### config.mk
export PLATFORM = sky130hd
export DESIGN_NAME = bitproc
export DESIGN_NICKNAME = d
export VERILOG_FILES = /design/src/rtl/bitproc_pkg.sv /design/src/rtl/bitproc_pick.sv /design/src/rtl/bitproc_flag.sv /design/src/rtl/bitproc_write.sv /design/src/rtl/bitproc.sv
export SDC_FILE = /design/constraint.sdc
export NUM_CORES = 1
export LEC_CHECK = 0
export BUFFER_PORTS_ARGS = -buffer_cell sky130_fd_sc_hd__clkbuf_2
export CORE_MARGIN = 2
export CORE_UTILIZATION = 49
export CTS_CLUSTER_DIAMETER = 30
export CTS_CLUSTER_SIZE = 14
export DETAILED_ROUTE_END_ITERATION = 10
export PLACE_DENSITY = 0.76
export SLEW_MARGIN = 20
export SYNTH_ARGS = -nofsm -noshare
export SYNTH_HDL_FRONTEND = slang
export SYNTH_SLANG_ARGS = --single-unit
### constraint.sdc
create_clock -name clk -period 1.1 [get_ports clk]
set_clock_uncertainty 0.15 [all_clocks]
set_input_delay 0.22 -clock clk [delete_from_list [all_inputs] [get_ports clk]]
set_output_delay 0.22 -clock clk [all_outputs]
set_load 0.02 [all_outputs]
### src/rtl/bitproc_pkg.sv
package bitproc_pkg;
    localparam int unsigned OP_W = 5;

    typedef enum logic [OP_W-1:0] {
        OP_LOAD    = 5'd0,
        OP_ILOAD   = 5'd1,
        OP_AND     = 5'd2,
        OP_IAND    = 5'd3,
        OP_OR      = 5'd4,
        OP_IOR     = 5'd5,
        OP_XOR     = 5'd6,
        OP_IXOR    = 5'd7,
        OP_CSTORE  = 5'd8,
        OP_ICSTORE = 5'd9,
        OP_ZSTORE  = 5'd10,
        OP_IZSTORE = 5'd11,
        OP_SET     = 5'd12,
        OP_CLR     = 5'd13,
        OP_FLIP    = 5'd14,
        OP_TEST    = 5'd15,
        OP_SETEQ   = 5'd16,
        OP_SETNE   = 5'd17,
        OP_CLREQ   = 5'd18,
        OP_CLRNE   = 5'd19
    } bop_e;
endpackage

### src/rtl/bitproc_pick.sv
module bitproc_pick #(
    parameter int unsigned DATA_W = 8,
    localparam int unsigned SEL_W = $clog2(DATA_W)
) (
    input  logic [DATA_W-1:0] operand_i,
    input  logic [SEL_W-1:0]  sel_i,
    output logic [DATA_W-1:0] mask_o,
    output logic              sel_bit_o
);
    // one-hot decode of the bit index
    for (genvar gi = 0; gi < DATA_W; gi++) begin : g_mask
        assign mask_o[gi] = (sel_i == SEL_W'(gi));
    end

    assign sel_bit_o = |(operand_i & mask_o);
endmodule

### src/rtl/bitproc_flag.sv
module bitproc_flag
    import bitproc_pkg::*;
(
    input  logic [OP_W-1:0] op_i,
    input  logic            sel_bit_i,
    input  logic            c_i,
    input  logic            z_i,
    output logic            c_o,
    output logic            z_o
);
    always_comb begin
        c_o = c_i;
        z_o = z_i;
        case (op_i)
            OP_LOAD:  c_o = sel_bit_i;
            OP_ILOAD: c_o = ~sel_bit_i;
            OP_AND:   c_o = c_i & sel_bit_i;
            OP_IAND:  c_o = c_i & ~sel_bit_i;
            OP_OR:    c_o = c_i | sel_bit_i;
            OP_IOR:   c_o = c_i | ~sel_bit_i;
            OP_XOR:   c_o = c_i ^ sel_bit_i;
            OP_IXOR:  c_o = c_i ^ ~sel_bit_i;
            OP_TEST:  z_o = ~sel_bit_i;
            default:  ;
        endcase
    end
endmodule

### src/rtl/bitproc_write.sv
module bitproc_write
    import bitproc_pkg::*;
#(
    parameter int unsigned DATA_W = 8
) (
    input  logic [OP_W-1:0]   op_i,
    input  logic [DATA_W-1:0] operand_i,
    input  logic [DATA_W-1:0] mask_i,
    input  logic              sel_bit_i,
    input  logic              c_i,
    input  logic              z_i,
    output logic [DATA_W-1:0] data_o,
    output logic              wr_o
);
    logic new_bit;
    logic hit;

    always_comb begin
        new_bit = sel_bit_i;
        hit     = 1'b0;
        case (op_i)
            OP_CSTORE:  begin new_bit = c_i;        hit = 1'b1; end
            OP_ICSTORE: begin new_bit = ~c_i;       hit = 1'b1; end
            OP_ZSTORE:  begin new_bit = z_i;        hit = 1'b1; end
            OP_IZSTORE: begin new_bit = ~z_i;       hit = 1'b1; end
            OP_SET:     begin new_bit = 1'b1;       hit = 1'b1; end
            OP_CLR:     begin new_bit = 1'b0;       hit = 1'b1; end
            OP_FLIP:    begin new_bit = ~sel_bit_i; hit = 1'b1; end
            OP_SETEQ:   begin new_bit = 1'b1;       hit = z_i;  end
            OP_SETNE:   begin new_bit = 1'b1;       hit = ~z_i; end
            OP_CLREQ:   begin new_bit = 1'b0;       hit = z_i;  end
            OP_CLRNE:   begin new_bit = 1'b0;       hit = ~z_i; end
            default:    ;
        endcase
        data_o = hit ? ((operand_i & ~mask_i) | (mask_i & {DATA_W{new_bit}}))
                     : operand_i;
        wr_o   = hit;
    end
endmodule

### src/rtl/bitproc.sv
module bitproc
    import bitproc_pkg::*;
#(
    parameter int unsigned DATA_W = 8,
    localparam int unsigned SEL_W = $clog2(DATA_W)
) (
    input  logic              clk,
    input  logic              rst_n,
    input  logic              in_valid,
    input  logic [OP_W-1:0]   op,
    input  logic [SEL_W-1:0]  bit_sel,
    input  logic [DATA_W-1:0] operand,
    input  logic              c_in,
    input  logic              z_in,
    output logic              out_valid,
    output logic              wr_en,
    output logic              c_out,
    output logic              z_out,
    output logic [DATA_W-1:0] result
);
    typedef struct packed {
        logic              vld;
        logic              wr;
        logic              cf;
        logic              zf;
        logic [DATA_W-1:0] data;
    } stage_t;

    stage_t st_d, st_q;

    logic [DATA_W-1:0] mask;
    logic              sel_bit;
    logic              c_nx, z_nx, wr_nx;
    logic [DATA_W-1:0] data_nx;

    bitproc_pick #(.DATA_W(DATA_W)) u_pick (
        .operand_i (operand),
        .sel_i     (bit_sel),
        .mask_o    (mask),
        .sel_bit_o (sel_bit)
    );

    bitproc_flag u_flag (
        .op_i      (op),
        .sel_bit_i (sel_bit),
        .c_i       (c_in),
        .z_i       (z_in),
        .c_o       (c_nx),
        .z_o       (z_nx)
    );

    bitproc_write #(.DATA_W(DATA_W)) u_write (
        .op_i      (op),
        .operand_i (operand),
        .mask_i    (mask),
        .sel_bit_i (sel_bit),
        .c_i       (c_in),
        .z_i       (z_in),
        .data_o    (data_nx),
        .wr_o      (wr_nx)
    );

    always_comb begin
        st_d     = st_q;
        st_d.vld = in_valid;
        st_d.wr  = 1'b0;
        if (in_valid) begin
            st_d.wr   = wr_nx;
            st_d.cf   = c_nx;
            st_d.zf   = z_nx;
            st_d.data = data_nx;
        end
    end

    always_ff @(posedge clk or negedge rst_n) begin
        if (!rst_n) st_q <= '0;
        else        st_q <= st_d;
    end

    assign out_valid = st_q.vld;
    assign wr_en     = st_q.wr;
    assign c_out     = st_q.cf;
    assign z_out     = st_q.zf;
    assign result    = st_q.data;
endmodule

# == Word-level counts from Yosys, hierarchy flattened ==
# Index checks and enable logic that the tools add are counted.
# op_classes
n_eq_ne,26
bitwise,14
muxes,6
reduce_logical,8
# ops
operator,count
$eq A5 B4 Y1 const B,8
$and A8 B8 Y8,3
$eq A5 B3 Y1 const B,4
$eq A5 B5 Y1 const B,4
$eq A3 B3 Y1 const B,4
$mux W11,1
$eq A5 B2 Y1 const B,2
$mux W8,1
$not A8 Y8,1
$or A8 B8 Y8,1
$pmux W1 S8,1
$reduce_or A8 Y1,1
$pmux W1 S7,1
$reduce_or A7 Y1,1
$eq A3 B2 Y1 const B,2
$reduce_or A3 Y1,2
$eq A5 B1 Y1 const B,1
$logic_not A5 Y1,1
$reduce_or A2 Y1,2
$eq A3 B1 Y1 const B,1
$logic_not A3 Y1,1
$not A1 Y1,3
$pmux W1 S3,1
$and A1 B1 Y1,2
3 further kinds,5
# word_totals
input_bits,21
output_inout_bits,12
register_bits,12
elab_cells,59

# == Longest topological paths before layout ==
# depth
depth_word,9
mapped_depth,7
mapped_depth_nobuf,6

# == Cells and area by module ==
# Synthesis repeated with hierarchy kept, for this count alone.
# unflattened
cells_unflattened,83
area_unflattened_um2,968.4
# by_module_without_submodules
module,area_each_um2,cells_per_inst,instances,seq_area_each_um2
bitproc,465.4,24,1,300.3
bitproc_write,284.0,32,1,0.0
bitproc_pick,142.6,16,1,0.0
bitproc_flag,76.3,11,1,0.0

# == Worst setup path after synthesis ==
# OpenSTA, ideal clock, no wires.
# synth_timing
path_kind,in2reg
start,in bit_sel[0]
end,reg st_q (netlist bit result[1])
path_slack_ns,-0.711
required_ns,0.869
path_buffers,1
setup_time_ns,0.081
cell_stages,6
arrival_ns,1.580
cell_sequence,buf_6 > mux4_2 > mux2i_4 > nand2_2 > a22o_4 > a31oi_2
# synth_via
elab_chain_len,8
elab_cells_between_ends,17
classes_between,7 x eq/ne; 2 x mux; 6 x bitwise; 2 x reduce/logical
# synth_lines
element,line,rtl
"start, declared",bitproc.sv:11,"input logic [SEL_W-1:0] bit_sel,"
"$eq A3 B1 Y1, or another cell as far along",bitproc_pick.sv:12,assign mask_o[gi] = (sel_i == SEL_W'(gi));
$and A8 B8 Y8,bitproc_pick.sv:15,assign sel_bit_o = |(operand_i & mask_o);
$reduce_or A8 Y1,bitproc_pick.sv:15,
$not A1 Y1,bitproc_write.sv:28,OP_FLIP: begin new_bit = ~sel_bit_i; hit = 1'b1; end
$pmux W1 S7,bitproc_write.sv:21,case (op_i)
$and A8 B8 Y8,bitproc_write.sv:35,data_o = hit ? ((operand_i & ~mask_i) | (mask_i & {DATA_W{new_bit}}))
$or A8 B8 Y8 *,bitproc_write.sv:35,
$mux W8 *,bitproc_write.sv:35,
"end signal, assigned",bitproc.sv:77,else st_q <= st_d;
"end, declared",bitproc.sv:29,"stage_t st_d, st_q;"
# Every way passes the cells marked *; elsewhere a longest branch is shown, timed or not.
# A chain may end at the register's enable or synchronous reset.

# == Final worst setup path ==
# layout_timing
start,in operand[5]
end,reg st_q (netlist bit result[4])
# layout_via
elab_chain_len,7
# layout_lines
element,line,rtl
"start, declared",bitproc.sv:12,"input logic [DATA_W-1:0] operand,"
$and A8 B8 Y8 *,bitproc_pick.sv:15,
$reduce_or A8 Y1 *,bitproc_pick.sv:15,
$not A1 Y1,bitproc_write.sv:28,
$pmux W1 S7 *,bitproc_write.sv:21,
$and A8 B8 Y8 *,bitproc_write.sv:35,
$or A8 B8 Y8 *,bitproc_write.sv:35,
$mux W8 *,bitproc_write.sv:35,
# Marked as above.

==> metrics.cfg <==
[layout]
final_util = 0.888
drive_above_1_share = 0.583
final_common_cell = buf_4
fillers = 87
final_nets = 185
antennaDiodeCount = 0
areaGrowthSynthToFinish_pct = 65.3
final_cell_mix = 31 x buf_4, 19 x clkbuf_2, 12 x dfrtp_1
fin_area_um2 = 1580

[sta]
slew_viol_final = 0
slew-limit-headroom = 0.787
max_freq_ghz = 0.593
rsz0062_at_grt = true
setup_viol = 23
timing.final.crit_share = 1.53
timing.final.ws_setup_ps = -587
finalHoldViolations = 0
finalWorstPathRequiredPeriod_ps = 1690
tightest_slew_ps = 319

[critical_path]
cp_slowest_cell = mux4_2
startpoint_type = input port
crit_chain = clkbuf_2, mux4_2, mux2i_4, nand2_2, a22o_4, a31oi_2
critical-path-max-stage-delay_ps = 520
worstPathRequired_ps = 1160
crit_path_end_kind = flip-flop
crit_family = multiplexers
worstSetupPathType = input port to flip-flop
critical_path_buf_inv_count = 1
cp_max_fo = 8
cp.arrival_ps = 1740

[power_and_ir_drop]
power.total_mw = 1.56
power_density_nw_per_um2 = 987
ir_worst_vdd_v = 0.000869
leakage_nw = 0.689

[yosys]
synth_edf_count = 0
synth_nets = 123
synth-seq-area-share = 0.313
ys_warn_count = 0
synth_area_per_cell_um2 = 9.40
ys_ff_latch = 12
syn-instance-count = 102
synth_ff_type = dfrtp_1
synthArstFlopShare = 1.00
yosysUniqueCellTypes = 35
netlist_area_um2 = 958

[floorplanning]
placementRows = 15
core_area_um2 = 1780
start_util = 0.538
ios = 33
dieWidth_um = 48.2
die_h_um = 48.2
dieArea_um2 = 2330

[drt]
drc = 0
viasPerCell = 5.86
ant_nets = 0
drtIter0Drc = 49
first_pass_iters = 4
wl_per_cell_um = 18.9
vias = 1102
wl_mm = 3.56

[placed_design]
dpl_cell_area_um2 = 1330
port_buffers = 32
globalplace.congestion = 0.799
hpwl_mm = 1.87

[global_routing]
grt_pass1_vias = 932
antenna_found_initial = 0
grt_pass1_wl_mm = 3.85
grt_usage = 0.236
grt_max_degree = 26
grt_remaining_overflow = 0

[clocking]
htree_levels = 1
cts_buffer_depth = 2
cts_buffers = 3
cts_tree = yes
insertion_delay_ps = 280
cts_sinks = 12
path_clk_slew_ps = 80
root_buffer = clkbuf_4

[status]
violations = negative setup slack
status = finished, violations left

[min_path]
hp-class = input port to flip-flop

[flow_run]
max_cap_viol_count = 0

-- timing repair --
item / in CTS / in global routing
buffers inserted: 1 / 4
gates resized for setup: 4 / 47
endpoints found under the setup margin: 22 / 23
pin swaps: 2 / 6
endpoints found under the hold margin: 12 / 0
hold buffers: 1 / 0
-- through the flow --
step	worst slack (ps)	setup TNS [ps]	instances	hold WS [ps]
2_1_floorplan	-695	-6690	102	-226
3_3_place_gp	-788	-7720	178	-35.2
3_5_place_dp	-826	-8060	178	-25.1
4_1_cts	-531	-5980	184	143
5_1_grt	-590	-6970	188	142
6_report	-587	-6510	188	156
-- Yosys cell counts (2+ instances only) --
library cell,instances,share of area
dfrtp_1,12,0.31
buf_2,2,0.010
nand2b_1,10,0.065
nand2_1,3,0.012
nor2_1,7,0.027
inv_1,3,0.012
o22ai_1,9,0.059
nor3b_1,4,0.031
o21ai_0,4,0.021
a21oi_1,6,0.031
a31oi_2,8,0.10
nor2b_1,2,0.013
mux4_2,2,0.047
and3b_2,2,0.021
nand3_1,3,0.016
nor3_1,3,0.016
clkbuf_1,4,0.016
-- logic make-up (layout without fill, tap and decap cells) --
logic type      after synthesis  after routing  synth area share
buf+inv                      11             72            0.0548
compound gates               33             33             0.274
flops                        12             12             0.313
mux                           5              5            0.0927
xor+xnor                      1              1           0.00914
simple gates                 40             40             0.256
-- path summary, 6_finish.rpt --
path	from	endpoint	slack, ps	cells after the start
max	operand[5]	result[4]	-590	6
min	in_valid	out_valid	160	2
max reg2reg	result[5]	result[5]	-70	4
min reg2reg	z_out	z_out	410	2
max in group asynchronous	rst_n	result[3]	360	2
min in group asynchronous	rst_n	result[1]	200	2
-- flip-flops by register name, indices dropped and copies added, names as in the netlist --
signal and flops:
result 8, c_out 1, out_valid 1, wr_en 1
z_out 1
-- layer usage --
metal	global-route usage	vias up	share of wire
li1	-	501	-
met1	0.277	539	0.39
met2	0.429	52	0.53
met3	0.0667	10	0.053
met4	0.0378	0	0.030
met5	0	-	0
-- layout make-up --
type | count | area (µm²) | area share
sequential | 12 | 300 | 0.190
clock buffer | 4 | 36.3 | 0.0229
inverter | 3 | 11.3 | 0.00711
tap | 25 | 31.3 | 0.0197
multi-input combinational | 79 | 694 | 0.438
timing repair buffer | 65 | 510 | 0.322
-- where the power goes --
group	switching, mW	internal [mW]
combinational	0.347	0.338
sequential	0.0339	0.485
clock	0.158	0.201
No activity file was read; power rests on OpenSTA's default activity.
